==> src/rtl/pwm_pkg.sv <==
package pwm_pkg;
    localparam int DATA_W    = 32;
    localparam int CNT_W     = 8;
    localparam int PS_W      = 8;
    localparam int CTRL_OFS  = 'h50;
    localparam int IEN_OFS   = 'h54;
    localparam int RUN_BIT   = 9;
    localparam int PS_LO_LSB = 0;
    localparam int PS_HI_LSB = 11;

    typedef struct packed {
        logic [PS_W-1:0] ps;
        logic            run;
    } ctrl_t;

    function automatic logic [PS_W-1:0] ps_join(input logic [3:0] lo, input logic [3:0] hi);
        return {hi, lo};
    endfunction
endpackage

==> src/rtl/pwm_regfile.sv <==
module pwm_regfile
    import pwm_pkg::*;
#(
    parameter int NUM_CH = 1,
    parameter int ADDR_W = 8
) (
    input  logic                        clk,
    input  logic                        rst,
    input  logic                        bus_sel,
    input  logic                        bus_wr,
    input  logic [ADDR_W-1:0]           bus_addr,
    input  logic [DATA_W-1:0]           bus_wdata,
    output logic [DATA_W-1:0]           bus_rdata,
    output ctrl_t                       ctrl_o,
    output logic                        ien_o,
    output logic [NUM_CH-1:0][CNT_W-1:0] duty_o
);
    localparam int WIDX_W = ADDR_W - 2;
    localparam logic [WIDX_W-1:0] CTRL_IDX = WIDX_W'(CTRL_OFS / 4);
    localparam logic [WIDX_W-1:0] IEN_IDX  = WIDX_W'(IEN_OFS / 4);

    logic [WIDX_W-1:0] widx;
    logic              hit;
    logic              wr_hit;
    logic [DATA_W-1:0] ctrl_q;
    logic [DATA_W-1:0] ien_q;
    logic [NUM_CH-1:0][DATA_W-1:0] duty_q;

    assign widx   = bus_addr[ADDR_W-1:2];
    assign hit    = bus_sel && (bus_addr[1:0] == 2'b00);
    assign wr_hit = hit && bus_wr;

    always_ff @(posedge clk) begin
        if (rst) begin
            ctrl_q <= '0;
            ien_q  <= '0;
        end else if (wr_hit) begin
            if (widx == CTRL_IDX) ctrl_q <= bus_wdata;
            if (widx == IEN_IDX)  ien_q  <= bus_wdata;
        end
    end

    for (genvar g = 0; g < NUM_CH; g++) begin : g_duty
        always_ff @(posedge clk) begin
            if (rst)                                      duty_q[g] <= '0;
            else if (wr_hit && widx == WIDX_W'(g))        duty_q[g] <= bus_wdata;
        end
        assign duty_o[g] = duty_q[g][CNT_W-1:0];
    end

    always_comb begin
        bus_rdata = '0;
        if (hit) begin
            if (widx == CTRL_IDX)     bus_rdata = ctrl_q;
            else if (widx == IEN_IDX) bus_rdata = ien_q;
            else begin
                for (int i = 0; i < NUM_CH; i++)
                    if (widx == WIDX_W'(i)) bus_rdata = duty_q[i];
            end
        end
    end

    assign ctrl_o.ps  = ps_join(ctrl_q[PS_LO_LSB +: 4], ctrl_q[PS_HI_LSB +: 4]);
    assign ctrl_o.run = ctrl_q[RUN_BIT];
    assign ien_o      = ien_q[0];
endmodule

==> src/rtl/pwm_timebase.sv <==
module pwm_timebase
    import pwm_pkg::*;
(
    input  logic             clk,
    input  logic             rst,
    input  logic             run,
    input  logic [PS_W-1:0]  ps_req,
    output logic             live,
    output logic [CNT_W-1:0] cnt,
    output logic             wrap,
    output logic             load
);
    localparam logic [CNT_W-1:0] TOP = '1;

    logic [PS_W-1:0] pre;
    logic [PS_W-1:0] ps_act;
    logic            tick;

    assign tick = (pre == ps_act);
    assign wrap = live && tick && (cnt == TOP);
    assign load = !live || wrap;

    always_ff @(posedge clk) begin
        if (rst) begin
            live   <= 1'b0;
            pre    <= '0;
            cnt    <= '0;
            ps_act <= '0;
        end else begin
            live <= run;
            if (!live) begin
                pre <= '0;
                cnt <= '0;
            end else begin
                pre <= tick ? '0 : pre + 1'b1;
                if (tick) cnt <= cnt + 1'b1;
            end
            if (load) ps_act <= ps_req;
        end
    end


    idle_hold_chk: assert property (@(posedge clk) disable iff (rst)
        !live |=> (cnt == '0 && pre == '0));

    cnt_step_chk: assert property (@(posedge clk) disable iff (rst)
        (live && !tick) |=> $stable(cnt));

    pre_bound_chk: assert property (@(posedge clk) disable iff (rst)
        live |-> (pre <= ps_act));

    ps_hold_chk: assert property (@(posedge clk) disable iff (rst)
        (live && !wrap) |=> $stable(ps_act));
endmodule

==> src/rtl/pwm_channel.sv <==
module pwm_channel
    import pwm_pkg::*;
(
    input  logic             clk,
    input  logic             rst,
    input  logic             live,
    input  logic             load,
    input  logic [CNT_W-1:0] cnt,
    input  logic [CNT_W-1:0] duty_req,
    output logic             out
);
    logic [CNT_W-1:0] duty_act;

    always_ff @(posedge clk) begin
        if (rst)       duty_act <= '0;
        else if (load) duty_act <= duty_req;
    end

    assign out = live && (cnt <= duty_act);


    rise_at_start_chk: assert property (@(posedge clk) disable iff (rst)
        $rose(out) |-> (cnt == '0));

    fall_point_chk: assert property (@(posedge clk) disable iff (rst)
        ($fell(out) && live) |-> (cnt == CNT_W'($past(duty_act) + 1'b1)));
endmodule

==> src/rtl/shared_pwm_ctrl.sv <==
module shared_pwm_ctrl
    import pwm_pkg::*;
#(
    parameter int NUM_CH = 1,
    parameter int ADDR_W = 8
) (
    input  logic              clk,
    input  logic              rst,
    input  logic              bus_sel,
    input  logic              bus_wr,
    input  logic [ADDR_W-1:0] bus_addr,
    input  logic [31:0]       bus_wdata,
    output logic [31:0]       bus_rdata,
    output logic [NUM_CH-1:0] pwm_o,
    output logic              irq_o
);
    ctrl_t                        ctrl;
    logic                         ien;
    logic [NUM_CH-1:0][CNT_W-1:0] duty;
    logic                         live;
    logic [CNT_W-1:0]             cnt;
    logic                         wrap;
    logic                         load;

    pwm_regfile #(.NUM_CH(NUM_CH), .ADDR_W(ADDR_W)) u_regs (
        .clk(clk), .rst(rst), .bus_sel(bus_sel), .bus_wr(bus_wr),
        .bus_addr(bus_addr), .bus_wdata(bus_wdata), .bus_rdata(bus_rdata),
        .ctrl_o(ctrl), .ien_o(ien), .duty_o(duty)
    );

    pwm_timebase u_tb (
        .clk(clk), .rst(rst), .run(ctrl.run), .ps_req(ctrl.ps),
        .live(live), .cnt(cnt), .wrap(wrap), .load(load)
    );

    for (genvar g = 0; g < NUM_CH; g++) begin : g_ch
        pwm_channel u_ch (
            .clk(clk), .rst(rst), .live(live), .load(load),
            .cnt(cnt), .duty_req(duty[g]), .out(pwm_o[g])
        );
    end

    always_ff @(posedge clk) begin
        if (rst) irq_o <= 1'b0;
        else     irq_o <= ien && wrap;
    end


    irq_at_start_chk: assert property (@(posedge clk) disable iff (rst)
        irq_o |-> (live && cnt == '0));
endmodule

==> config.mk <==
export PLATFORM = sky130hd
export DESIGN_NAME = shared_pwm_ctrl
export DESIGN_NICKNAME = d
export VERILOG_FILES = /design/src/rtl/pwm_pkg.sv /design/src/rtl/pwm_regfile.sv /design/src/rtl/pwm_timebase.sv /design/src/rtl/pwm_channel.sv /design/src/rtl/shared_pwm_ctrl.sv
export SDC_FILE = /design/constraint.sdc
export NUM_CORES = 1
export LEC_CHECK = 0
export ABC_AREA = 1
export BUFFER_PORTS_ARGS = -buffer_cell sky130_fd_sc_hd__buf_4
export CAP_MARGIN = 20
export CORE_UTILIZATION = 55
export DETAILED_ROUTE_END_ITERATION = 8
export HOLD_SLACK_MARGIN = 0.06
export PLACE_DENSITY = 0.74
export SLEW_MARGIN = 20
export SYNTH_ARGS = -nofsm -noshare
export SYNTH_HDL_FRONTEND = slang
export SYNTH_SLANG_ARGS = --single-unit
==> constraint.sdc <==
create_clock -name clk -period 2.7 [get_ports clk]
set_input_delay 0.405 -clock clk [delete_from_list [all_inputs] [get_ports clk]]
set_output_delay 0.405 -clock clk [all_outputs]
set_load 0.01 [all_outputs]
==> results of run 1 <==
## synthesized netlist by cell type (2+ instances only)
master,number
nand2_1,181
o211ai_1,3
ha_1,10
xnor2_1,6
dfxtp_1,130
nor3_1,2
o21ai_1,42
nor2_1,40
a21oi_1,126
nor2_4,3
clkbuf_1,22
o21ai_0,59
inv_1,102
nand3_1,55
buf_2,25
xor2_1,5
buf_1,2
nor3b_1,3
## per-layer routing
layer,GRT usage [%],vias to the layer above
li1,-,2784
met2,45.08,150
met3,6.363,15
met5,0,-
met1,31.81,2513
met4,8.954,0
## final timing paths
kind	slack (ps)	end	cells past startpoint
worst max-delay path	360	pwm_o	6
worst min-delay path	150	u_regs.ctrl_q[16]	3
worst max register to register	1060	u_tb.ps_act[1]	7
worst min register to register	470	irq_o	2
## power breakdown
group	switching, W	internal (W)	leakage (nW)
registers	0.00000113	0.00192	1.05
clock network	0.000776	0.00141	0.273
logic	0.0000779	0.0000616	1.99
total	0.000855	0.00339	3.31
## worst reg2reg max path: stages (launching register included)
cell     delay (ps)
dfxtp_1         390
ha_1            220
nand2_1         110
nor3_1          200
nand3_1         100
buf_4           240
a21oi_1         210
nor2_1           60
## metrics by stage
stage	total power (W)	instance area [um2]	std cells	utilization [%]	setup slack, ps
finish	0.004244	7041	1032	68.51	355.2
global route	0.004377	7041	1032	68.51	206.0
CTS	0.004270	7030	1031	68.41	357.8
detailed placement	0.002101	6466	1000	62.92	547.0
global placement	0.002099	6466	1000	62.92	581.9
floorplan	0.002029	5818	824	-	901.4
## cells by family after synthesis
family	synth area share, %
xor gates and xnor gates	1.656
AOI/OAI and AO/OA	20.04
adders and majority gates	2.151
and+or+nand+nor	20.95
buffers and inverters	10.47
DFF	44.73
## cell type report
type | count | share of cell area [%]
Clock buffer | 27 | 6.984
Tap cell | 136 | 2.417
Timing Repair Buffer | 91 | 10.09
Sequential cell | 130 | 36.96
Clock inverter | 4 | 1.031
Inverter | 103 | 5.491
Multi-Input combinational cell | 541 | 37.02
## sequential cells by signal, summed over array words and instances, names as in the netlist
| signal | count |
|---|---|
| u_tb.cnt | 8 |
| u_regs.duty_q | 32 |
| u_tb.pre | 8 |
| u_tb.ps_act | 8 |
| irq_o | 1 |
| u_tb.live | 1 |
| u_regs.ien_q | 32 |
| g_ch.u_ch.duty_act | 8 |
| u_regs.ctrl_q | 32 |
==> results.yml, run 1 <==
run_status:
  outcome: "completed"
routing:
  avgViaCountPerCell: 5.293
  wl_met3_um: 647
  postRouteAntennaNets: 0
  num_vias: 5462
  first_iter_violations: 359
  wl_met1_mm: 6.088
  wl_met2_mm: 6.811
  routedWlPerCell_um: 13.27
  drc: 0
  wirelength_mm: 13.69
  highest_layer: "met4"
  drtPass1Iterations: 5
setup_path:
  crit_type: "register to primary output"
  crit_path_cell_trace: "ha_1 -> a21oi_1 -> o21ai_0 -> a21oi_1 -> o21a_1 -> buf_4"
  arrival_ps: 1940
  cp_num_buf_inv: 1
  cp_max_fo: 6
  cp-start-kind: "register"
  slowest_delay_ps: 440
  r2r_start: "u_tb.cnt[1]"
  cp-startpoint: "u_tb.cnt[5]"
  cpMostUsedCell: "a21oi_1"
  crit_family: "compound AO/OA/AOI/OAI gates"
  cp_data_required_time_ps: 2300
  endpoint_kind: "primary output"
  critPathSlowestCell: "dfxtp_1"
timing:
  fin_crit_sh_pct: 86.84
  rsz0062_at_grt: "false"
  min_period_ps: 2345
  clock_skew_ps: 4.067
  hold_ws_ps: 154.8
  tns_ps: 0
  maxSlewViolCount: 0
  tightest_slew_ps: 572.8
  setup_viol: 0
  fmax_mhz: 426.5
  maxSlewHeadroom_pct: 61.76
  hold_viol_final: 0
finish:
  nets: 938
  multi_input_area_um2: 2606
  most-common-layout-cells: "nand2_1 (181), dfxtp_1 (130), a21oi_1 (126), inv_1 (101), buf_4 (88)"
  layout-drive-gt1-share_pct: 13.84
  seq_area_um2: 2603
  final_common_cell: "nand2_1"
  area_delta_synth_final_pct: 21.01
  nFillCells: 873
  antenna_cells: 0
die:
  dieArea_um2: 10990
  initial_core_util_pct: 56.61
  die_h_um: 104.9
  core-area_um2: 10280
  num_rows: 37
  io_pins: 78
  die_x_um: 104.9
clocking:
  cts_max_level: 4
  insertion_delay_ps: 520
  clock-root-buffer: "clkbuf_8"
  ctsHoldBuffers: 0
  path_clk_slew_ps: 50
  cts_buffers: 17
  postCtsSetupRepairBufs: 0
  ctsResizeCount: 0
  numClockSinks: 130
  cts.path.max_buffers: 2
  cts_tree: "built"
synthesis:
  synth_edf_count: 0
  ys_top_cells_by_area: "dfxtp_1 (45%), nand2_1 (12%), a21oi_1 (11%), inv_1 (6.6%), o21ai_0 (5.1%)"
  synth.avg_cell_area_um2: 7.061
  ys_types: 26
  syn-instance-count: 824
  synth_area_leader_cell: "dfxtp_1"
  synthArstFlopShare_pct: 0
  yosysTopAreaCellShare_pct: 44.73
  synthFlopType: "dfxtp_1"
  synth_area_um2: 5818
  yosysSeqAreaShare_pct: 44.73
  synth_warnings: 0
  syn-num-nets: 878
  synth_seq_cells: 130
power:
  peakVddDrop_mv: 0.4931
  p_leak_nw: 3.306
  p_per_area_nw_per_um2: 602.8
min_path:
  hp-start: "bus_wdata[16]"
  hold_class: "input pin to register"
placed_design:
  io_buffers: 77
  dp_hpwl_mm: 8.761
  gp_congestion: 0.8350
grt:
  gr-total-overflow: 0
  grt_pass1_vias: 5208
  grt_start_max_net_pins: 91
  grt.total_usage_pct: 26.16
  antenna_found_initial: 0
  grt_pass1_wl_mm: 23.31
job:
  drv_cap: 0
Power figures use the tool's default switching activity.
==> run 2: changes to the inputs <==
- clock period: 2.7 -> 3.02 ns (I/O delays scaled with it)
==> results.yml, run 2 (same netlist as run 1, synthesis figures left out) <==
power:
  p_leak_nw: 3.339
  peakVddDrop_mv: 0.3517
  p_per_area_nw_per_um2: 565.6
min_path:
  hold_class: "input pin to register"
  hold_depth: 2
  hp-start: "rst"
  holdPathEnd: "u_tb.live"
die:
  num_rows: 37
  initial_core_util_pct: 56.61
  die_x_um: 104.9
  dieArea_um2: 10990
  io_pins: 78
  core-area_um2: 10280
  die_h_um: 104.9
setup_path:
  endpoint_kind: "primary output"
  cp-start-kind: "register"
  reg2regPathDepth: 5
  cp_data_required_time_ps: 2570
  critPathSlowestCell: "dfxtp_1"
  ff2ff_setup_slack_ps: 1300
  slowest_delay_ps: 360
  crit_path_cell_trace: "ha_1 -> a21oi_1 -> o21ai_0 -> a21oi_1 -> o21a_1 -> buf_4"
  cp_max_fo: 6
  cpMostUsedCell: "a21oi_1"
  r2r_start: "u_tb.live"
  arrival_ps: 1970
  crit_type: "register to primary output"
  r2r-end: "u_tb.pre[3]"
timing:
  maxSlewViolCount: 0
  hold_viol_final: 0
  maxSlewHeadroom_pct: 60.62
  min_period_ps: 2420
  tightest_slew_ps: 589.9
  setup_viol: 0
  fin_crit_sh_pct: 80.15
  fmax_mhz: 413.1
  rsz0062_at_grt: "false"
  tns_ps: 0
  clock_skew_ps: 5.658
placed_design:
  dp.cells: 1001
  io_buffers: 77
  dp_hpwl_mm: 8.865
  gp_congestion: 0.8689
finish:
  layout-drive-gt1-share_pct: 14.72
  finalNonFillerCells: 1033
  final_common_cell: "nand2_1"
  reg_top3: "u_regs.ctrl_q: 32 flops, u_regs.duty_q: 32 flops, u_regs.ien_q: 32 flops"
  area_delta_synth_final_pct: 21.98
  most-common-layout-cells: "nand2_1 (181), dfxtp_1 (130), a21oi_1 (126), inv_1 (101), buf_4 (90)"
  nets: 938
  antenna_cells: 0
run_status:
  outcome: "completed"
grt:
  grt_pass1_vias: 5268
  antenna_found_initial: 0
  gr-total-overflow: 0
  grt.total_usage_pct: 26.46
  grt_pass1_wl_mm: 23.54
  grt_start_max_net_pins: 77
clocking:
  path_clk_slew_ps: 60
  cts.path.max_buffers: 2
  postCtsSetupRepairBufs: 0
  cts_buffers: 17
  numClockSinks: 130
  clock-root-buffer: "clkbuf_8"
  ctsHoldBuffers: 0
  insertion_delay_ps: 530
  cts_tree: "built"
  ctsResizeCount: 0
  cts_max_level: 4
routing:
  drc: 0
  avgViaCountPerCell: 5.417
  wirelength_mm: 14.15
  drtPass1Iterations: 8
  postRouteAntennaNets: 0
  first_iter_violations: 283
  routedWlPerCell_um: 13.69
  num_vias: 5596
job:
  drv_cap: 0
## run 2: power breakdown
| part | switching [W] | total [W] | leakage [nW] | internal (W) |
|---|---|---|---|---|
| Sequential | 0.00000102 | 0.00172 | 1.05 | 0.00172 |
| Clock | 0.000764 | 0.00217 | 0.307 | 0.00141 |
| Combinational | 0.0000701 | 0.000124 | 1.99 | 0.0000537 |
| Total | 0.000835 | 0.00401 | 3.34 | 0.00318 |
## run 2: through the flow
step	util, %	worst slack (ps)	total power (W)	area [um2]	hold WS [ps]
6_report	69.05	599.6	0.004014	7097	116.6
5_1_grt	69.05	451.3	0.004105	7097	109.5
4_1_cts	69.05	612.5	0.004024	7097	106.5
3_5_place_dp	62.87	624.6	0.001879	6461	452.8
3_3_place_gp	62.87	665.7	0.001876	6461	446.3
2_1_floorplan	-	1125	0.001814	5818	421.3
## run 2: worst max-delay path by stage
stage | startpoint | to | slack [ps]
final | u_tb.cnt[5] | pwm_o | 600
after global placement | bus_addr[5] | bus_rdata[12] | 670
after CTS | bus_addr[5] | bus_rdata[9] | 610
after global routing | bus_addr[7] | bus_rdata[2] | 450
after detailed placement | bus_addr[5] | bus_rdata[9] | 620
after floorplan | bus_addr[4] | bus_rdata[19] | 1130
## run 2: area by class of cell
type                       instances  area (um2)
tap                              136       170.2
multi-input combinational        541        2606
inverter                         103       386.6
fill                             860        3181
clock inverter                    12       180.2
timing repair buffer              91       695.7
sequential                       130        2603
clock buffer                      20       455.4
## run 2: metal layers
metal  global-route usage (%)  up-vias  wire length (um)
met5                        0        -                 0
met1                    31.51     2604              6164
met2                    45.88      190              6964
li1                         -     2777                 -
met4                    11.97        0               334
met3                    5.303       25               680
## run 2: worst max-delay path: cells and delay by family (launching register included)
kind            cells  cell delay, ps
fa+ha+maj           1             320
compound gates      4             620
buf+inv             1             140
flops               1             360
